--- config.mk ---
export PLATFORM = sky130hd
export DESIGN_NAME = serial_adder
export DESIGN_NICKNAME = d
export VERILOG_FILES = /design/src/rtl/serial_adder.sv
export SDC_FILE = /design/constraint.sdc
export NUM_CORES = 1
export LEC_CHECK = 0
export BUFFER_PORTS_ARGS = -buffer_cell sky130_fd_sc_hd__buf_2
export CAP_MARGIN = 25
export CELL_PAD_IN_SITES_DETAIL_PLACEMENT = 0
export CELL_PAD_IN_SITES_GLOBAL_PLACEMENT = 2
export CORE_MARGIN = 2
export CORE_UTILIZATION = 33
export CTS_CLUSTER_SIZE = 30
export DETAILED_ROUTE_END_ITERATION = 6
export PLACE_DENSITY = 0.79
export SYNTH_ARGS = -nofsm -noshare
export SYNTH_HDL_FRONTEND = slang
export SYNTH_SLANG_ARGS = --single-unit
--- constraint.sdc ---
create_clock -name clk -period 1.56 [get_ports clk]
set_input_delay 0.156 -clock clk [delete_from_list [all_inputs] [get_ports clk]]
set_output_delay 0.156 -clock clk [all_outputs]
set_load 0.02 [all_outputs]
--- src/rtl/serial_adder.sv ---
module serial_adder #(
  parameter int WIDTH = 4
) (
  input  logic             clk,
  input  logic             rst_n,
  input  logic             start,
  input  logic [WIDTH-1:0] op_a,
  input  logic [WIDTH-1:0] op_b,
  output logic             busy,
  output logic             done,
  output logic [WIDTH:0]   sum
);
  localparam int CW = (WIDTH > 1) ? $clog2(WIDTH) : 1;
  localparam logic [CW-1:0] LAST = CW'(WIDTH - 1);

  logic [WIDTH-1:0] a_q, b_q;
  logic             c_q, busy_q, done_q;
  logic [CW-1:0]    cnt_q;

  logic fa_s, fa_co, accept, last;

  assign fa_s   = a_q[0] ^ b_q[0] ^ c_q;
  assign fa_co  = (a_q[0] & b_q[0]) | (c_q & (a_q[0] ^ b_q[0]));
  assign accept = start && !busy_q;
  assign last   = (cnt_q == LAST);

  always_ff @(posedge clk or negedge rst_n) begin
    if (!rst_n) begin
      a_q    <= '0;
      b_q    <= '0;
      c_q    <= 1'b0;
      cnt_q  <= '0;
      busy_q <= 1'b0;
      done_q <= 1'b0;
    end else begin
      done_q <= 1'b0;
      if (accept) begin
        a_q    <= op_a;
        b_q    <= op_b;
        c_q    <= 1'b0;
        cnt_q  <= '0;
        busy_q <= 1'b1;
      end else if (busy_q) begin
        a_q   <= {fa_s, a_q[WIDTH-1:1]};
        b_q   <= {1'b0, b_q[WIDTH-1:1]};
        c_q   <= fa_co;
        cnt_q <= cnt_q + 1'b1;
        if (last) begin
          busy_q <= 1'b0;
          done_q <= 1'b1;
        end
      end
    end
  end

  assign busy = busy_q;
  assign done = done_q;
  assign sum  = {c_q, a_q};

  a_r2_load: assert property (@(posedge clk) disable iff (!rst_n)
    (start && !busy) |=> (busy && sum == {1'b0, $past(op_a)}));

  a_r3_done_ends_busy: assert property (@(posedge clk) disable iff (!rst_n)
    done |-> (!busy && $past(busy)));

  a_r8_done_single: assert property (@(posedge clk) disable iff (!rst_n)
    done |=> !done);

  a_r7_idle_hold: assert property (@(posedge clk) disable iff (!rst_n)
    (!busy && !start) |=> $stable(sum));

  a_r6_busy_keeps_going: assert property (@(posedge clk) disable iff (!rst_n)
    (busy && !done && start) |=> (busy || done));
endmodule

==> results of run 1 <==
[logic make-up after synthesis]
kind of cell / share of synthesized area
AND/OR/NAND/NOR: 0.0776
buffers and inverters: 0.0857
flip-flops: 0.531
adder cells (fa/ha/maj): 0.0531
AO/OA/AOI/OAI: 0.0816
multiplexers: 0.171
[how the worst max path moves through the flow]
stage	endpoint	slack (ps)	cells after the start
floorplan	a_q[3]$_DFFE_PN0P_	320	3
global placement	cnt_q[0]$_DFFE_PN0P_	360	2
detailed placement	cnt_q[0]$_DFFE_PN0P_	340	2
CTS	busy	90	1
global route	busy	9	1
finish	busy	100	1
[cell usage in the layout (no fill, tap or decap), drive strengths merged]
cell and instances:
a22o 2, and2 1, buf 17, clkbuf 4
dfrtp 13, dlygate4sd3 1, fa 1, ha 1
inv 4, mux2 1, mux2i 9, nand2 6
nor2 3, o21ai 6
[through the flow]
stage | cell area [sq um] | setup WS (ps) | power, mW | util
floorplan | 613 | 320 | 1.04 | -
global placement | 692 | 362 | 1.15 | 0.396
detailed placement | 692 | 337 | 1.15 | 0.396
CTS | 728 | 93.4 | 1.36 | 0.417
global route | 728 | 8.95 | 1.48 | 0.417
finish | 728 | 101 | 1.34 | 0.417
[routing by layer]
metal / track usage / wire length [microns] / vias up
met5: 0 / 0 / -
met4: 0.0167 / 0 / 0
met3: 0.0692 / 71 / 0
met2: 0.156 / 372 / 16
met1: 0.158 / 550 / 183
li1: - / - / 207
[worst min-delay path, stage by stage]
cell and delay [ps]:
buf_2 70, mux2i_1 50, nor2_1 80
[flip-flops by register name (all words and copies together), names as in the netlist]
signal,count
cnt_q,2
c_q,1
done,1
busy,1
a_q,4
b_q,4
[final cells by class]
| cell class | instances | area, sq um |
|---|---|---|
| clock buffer | 4 | 26.3 |
| timing repair buffer | 18 | 95.1 |
| inverter | 4 | 15.0 |
| fill | 181 | 1020 |
| sequential | 13 | 325 |
| tap | 25 | 31.3 |
| multi-input combinational | 30 | 235 |
[power groups by stage]
| stage | Combinational, mW | Clock [mW] | Sequential, mW |
|---|---|---|---|
| after floorplan | 0.383 | 0 | 0.658 |
| after global placement | 0.524 | 0 | 0.628 |
| after detailed placement | 0.525 | 0 | 0.628 |
| after CTS | 0.525 | 0.213 | 0.625 |
| after global routing | 0.595 | 0.229 | 0.652 |
| final | 0.513 | 0.203 | 0.625 |
[what timing repair did]
action / in CTS / in global routing
hold buffers: 1 / 0
setup endpoints to repair: 0 / 0
hold endpoints to repair: 13 / 0
==> impl_metrics.tcl, run 1 <==
set metrics [dict create \
    grt_pass1_wl_microns 1680 \
    drc 0 \
    switching_share 0.383 \
    synth_warnings 0 \
    area_growth_pct 18.8 \
    start_util 0.351 \
    cts_setup_buffers 0 \
    setup-tns-final_ps 0 \
    synth.cell_area_sq_um 613 \
    finalSetupViolCount 0 \
    fin_nets 83 \
    worstPathMaxFanout 20 \
    antenna_found_initial 0 \
    worstPathArrival_ps 1300 \
    drive_gt1_frac 0.348 \
    wl_per_cell_microns 10.6 \
    p_per_area_nw_per_um2 1840 \
    min_from "op_b[3]" \
    ys_seq_area_frac 0.531 \
    cap_violations 0 \
    worstPathRequired_ps 1400 \
    die_h_microns 47.1 \
    p_leak_nw 0.379 \
    rows 15 \
    r2r_end "cnt_q[0]$_DFFE_PN0P_" \
    hold_depth 3 \
    drtIter0Drc 4 \
    vias_per_cell 4.32 \
    fin_worst_skew_ps 3.25 \
    ir_drop_uv 864 \
    ioPinCount 18 \
    hold_class "in2reg" \
    place_hpwl_microns 739 \
    synth_ff_type "dfrtp_1" \
    crit_buf_inv 1 \
    slowest_delay_ps 750 \
    place_inst 89 \
    ctsRootBufferMaster "clkbuf_4" \
    wl_microns 994 \
    layout.cells.non_filler 94 \
    startpoint_type "register" \
    slew_headroom 0.576 \
    rsz0062_at_grt "false" \
    avgSynthCellArea_sq_um 12.0 \
    syn_nets 64 \
    pwr-share-comb 0.383 \
    p_switching_mw 0.514 \
    die-area_sq_um 2220 \
    fin_crit_ps 1460 \
    synthTopCellsByCount "dfrtp_1 (13), mux2i_1 (9), nand2_1 (6), o21ai_1 (6), inv_1 (4)" \
    cts_buffer_depth 2 \
    antenna_left 0 \
    r2r_cells 2 \
    pwr-share-clk 0.151 \
    cp-end-kind "output pin" \
    first_pass_iters 2 \
    grt_max_degree 21 \
    core_sq_um 1750 \
    max_freq_ghz 0.686 \
    ctsResizeCount 0 \
    cp_slowest_cell "dfrtp_1" \
    r2r_setup_slack_ps 330 \
    clk-insertion-delay-late_ps 270 \
    worstPathCellList "buf_2" \
    power_frac_seq 0.466 \
    syn_inst 51 \
    hold_violations 0 \
    hold_ws_ps 129 \
    synth_area_leaders "dfrtp_1 (53%), mux2i_1 (15%), o21ai_1 (4.9%)" \
    synthMostInstantiatedCell "dfrtp_1" \
    slew_violations 0 \
    status "finished clean" \
    io_buffers 17 \
    cts_buffers 3 \
    antennaDiodeCount 0 \
    vias 406 \
    cts.sinks 13 \
    crit_type "reg2out" \
    critical_path.startpoint "busy$_DFF_PN0_" \
    internal_power_mw 0.826 \
    grt_overflow 0 \
    synthDistinctLibCells 14 \
    fin_crit_sh 0.935 \
    worst_pin_slew_ps 636 \
    clkTransAtPathRegs_ps 80 \
    tritoncts "built" \
    ys_seq_elements 13 \
    async_flop_share 1.00 \
    grt_usage 0.114 \
    gp_congestion 0.742 \
    path_delay_family "flip-flops" \
    fp.dieW_microns 47.1 \
    synth_edf_count 0 \
    grt_pass1_vias 391 \
    clock_tree.htree_level_count 1 \
    synth_top_area_share 0.531 \
    synth_top_area_cell "dfrtp_1" \
    r2r-start "busy$_DFF_PN0_" \
    min_to "b_q[3]$_DFFE_PN0P_" \
]
(Power assumes the default switching activity.)
==> run 2: changes to the inputs <==
Settings changed: CORE_MARGIN 2 to 1.5.
==> run 2 against run 1 <==
  * Worst setup slack improved by 180 ps
  * Clock-buffer cell count did not move
  * Worst hold slack gained 7.8 ps
  * First-iteration DRC count unchanged
  * Fmax is 14% higher
  * Power is 1.1% higher
  * Non-clock buffer count up 1
  * Clock power is 2% lower
  * Critical path depth stayed put
  * Register-to-register slack gained 80 ps
  * Largest cell class unchanged
==> impl_metrics.tcl, run 2 (synthesized netlist as in run 1, its figures left out) <==
set metrics [dict create \
    status "finished clean" \
    area_growth_pct 20.0 \
    clkTransAtPathRegs_ps 70 \
    pwr-share-comb 0.406 \
    final_common_cell "buf_2" \
    fin_worst_skew_ps 3.76 \
    gp_congestion 0.664 \
    cts_buffer_depth 2 \
    place_hpwl_microns 772 \
    start_util 0.355 \
    setup-tns-final_ps 0 \
    rows 15 \
    grt_usage 0.121 \
    largest_registers "a_q: 4 flops, b_q: 4 flops, cnt_q: 2 flops" \
    cts_buffers 3 \
    slew_violations 0 \
    internal_power_mw 0.841 \
    worstPathCellList "buf_2" \
    grt_max_degree 14 \
    antennaDiodeCount 0 \
    drive_gt1_frac 0.357 \
    seqCellArea_sq_um 325 \
    cap_violations 0 \
    ctsRootBufferMaster "clkbuf_4" \
    drc 0 \
    power_frac_seq 0.448 \
    grt_overflow 0 \
    post-place-ws_ps 410 \
    crit_buf_inv 1 \
    cp_slowest_cell "dfrtp_1" \
    hold_class "in2reg" \
    worstPathArrival_ps 1120 \
    pwr-share-clk 0.146 \
    p_switching_mw 0.514 \
    vias_per_cell 4.31 \
    core_sq_um 1730 \
    cts_setup_buffers 0 \
    fin_nets 84 \
    fin_crit_ps 1280 \
    slew_headroom 0.713 \
    max_freq_ghz 0.783 \
    grt_pass1_wl_microns 1770 \
    startpoint_type "register" \
    die_h_microns 46.1 \
    multiInputGateArea_sq_um 235 \
    finalSetupViolCount 0 \
    drtIter0Drc 4 \
    worstPathMaxFanout 13 \
    wl_microns 1020 \
    hold_violations 0 \
    final_util 0.426 \
    final_cell_mix "buf_2 (17), dfrtp_1 (13), mux2i_1 (9)" \
    fp.dieW_microns 46.1 \
    p_leak_nw 0.384 \
    fin_crit_sh 0.818 \
    slowest_delay_ps 610 \
    p_per_area_nw_per_um2 1840 \
    grt_pass1_vias 420 \
    path_delay_family "flip-flops" \
    first_pass_iters 4 \
    ir_drop_uv 732 \
    layout.cells.non_filler 95 \
    switching_share 0.379 \
    antenna_left 0 \
    crit_type "reg2out" \
    cp-end-kind "output pin" \
    cts.sinks 13 \
    die-area_sq_um 2130 \
    place_inst 90 \
    worstPathRequired_ps 1400 \
    clock_tree.htree_level_count 1 \
    vias 409 \
    tritoncts "built" \
    layout_setup_ws_ps 283 \
    rsz0062_at_grt "false" \
    wl_per_cell_microns 10.7 \
    ioPinCount 18 \
    antenna_found_initial 0 \
    num-fill-cells 192 \
    worst_pin_slew_ps 430 \
    clk-insertion-delay-late_ps 270 \
    io_buffers 17 \
]
run 2: cell types whose count changed in the layout (fill, tap and decap cells not counted):
cell / previous run / this run
buf_4: 0 / 1
run 2: stage by stage:
stage	area (sq um)	power, mW	hold WS [ps]
after floorplan	613	1.04	-140
after global placement	699	1.16	57.4
after detailed placement	699	1.18	60.6
after CTS	736	1.38	132
after global routing	736	1.48	129
final	736	1.36	136
run 2: layout make-up:
class | count | area share
sequential | 13 | 0.442
multi-input combinational | 30 | 0.320
timing repair buffer | 19 | 0.139
tap | 25 | 0.0425
clock buffer | 4 | 0.0357
inverter | 4 | 0.0204
run 2: routing by layer:
metal	global-route usage	wire length, microns
met5	0	0
met2	0.172	484
met4	0.0686	0
met1	0.164	482
met3	0.0353	51
run 2: repair_timing:
item	in CTS	in global routing
hold buffers	1	0
hold endpoints to repair	13	0
resized for setup	0	0
run 2: power groups by stage:
stage | Sequential [mW] | Combinational (mW) | Clock (mW)
finish | 0.607 | 0.550 | 0.198
global route | 0.634 | 0.621 | 0.228
CTS | 0.611 | 0.562 | 0.210
detailed placement | 0.616 | 0.560 | 0
global placement | 0.611 | 0.551 | 0
floorplan | 0.658 | 0.383 | 0
run 2: worst reg2reg max path, delay by kind of cell (launching register included):
kind	cells	cell delay [ps]
multiplexers	1	70
adder cells (fa/ha/maj)	1	530
buffers and inverters	1	70
flip-flops	1	380
run 2: path summary, 6_finish.rpt:
| kind | from | end | slack (ps) | cells after the start |
|---|---|---|---|---|
| max reg2reg | a_q[0]$_DFFE_PN0P_ | a_q[3]$_DFFE_PN0P_ | 410 | 3 |
| max | busy$_DFF_PN0_ | busy | 280 | 1 |
| min in group asynchronous | rst_n | cnt_q[1]$_DFFE_PN0P_ | 300 | 2 |
| max in group asynchronous | rst_n | busy$_DFF_PN0_ | 1040 | 2 |
| min | op_b[3] | b_q[3]$_DFFE_PN0P_ | 140 | 3 |
| min reg2reg | b_q[1]$_DFFE_PN0P_ | b_q[0]$_DFFE_PN0P_ | 500 | 2 |
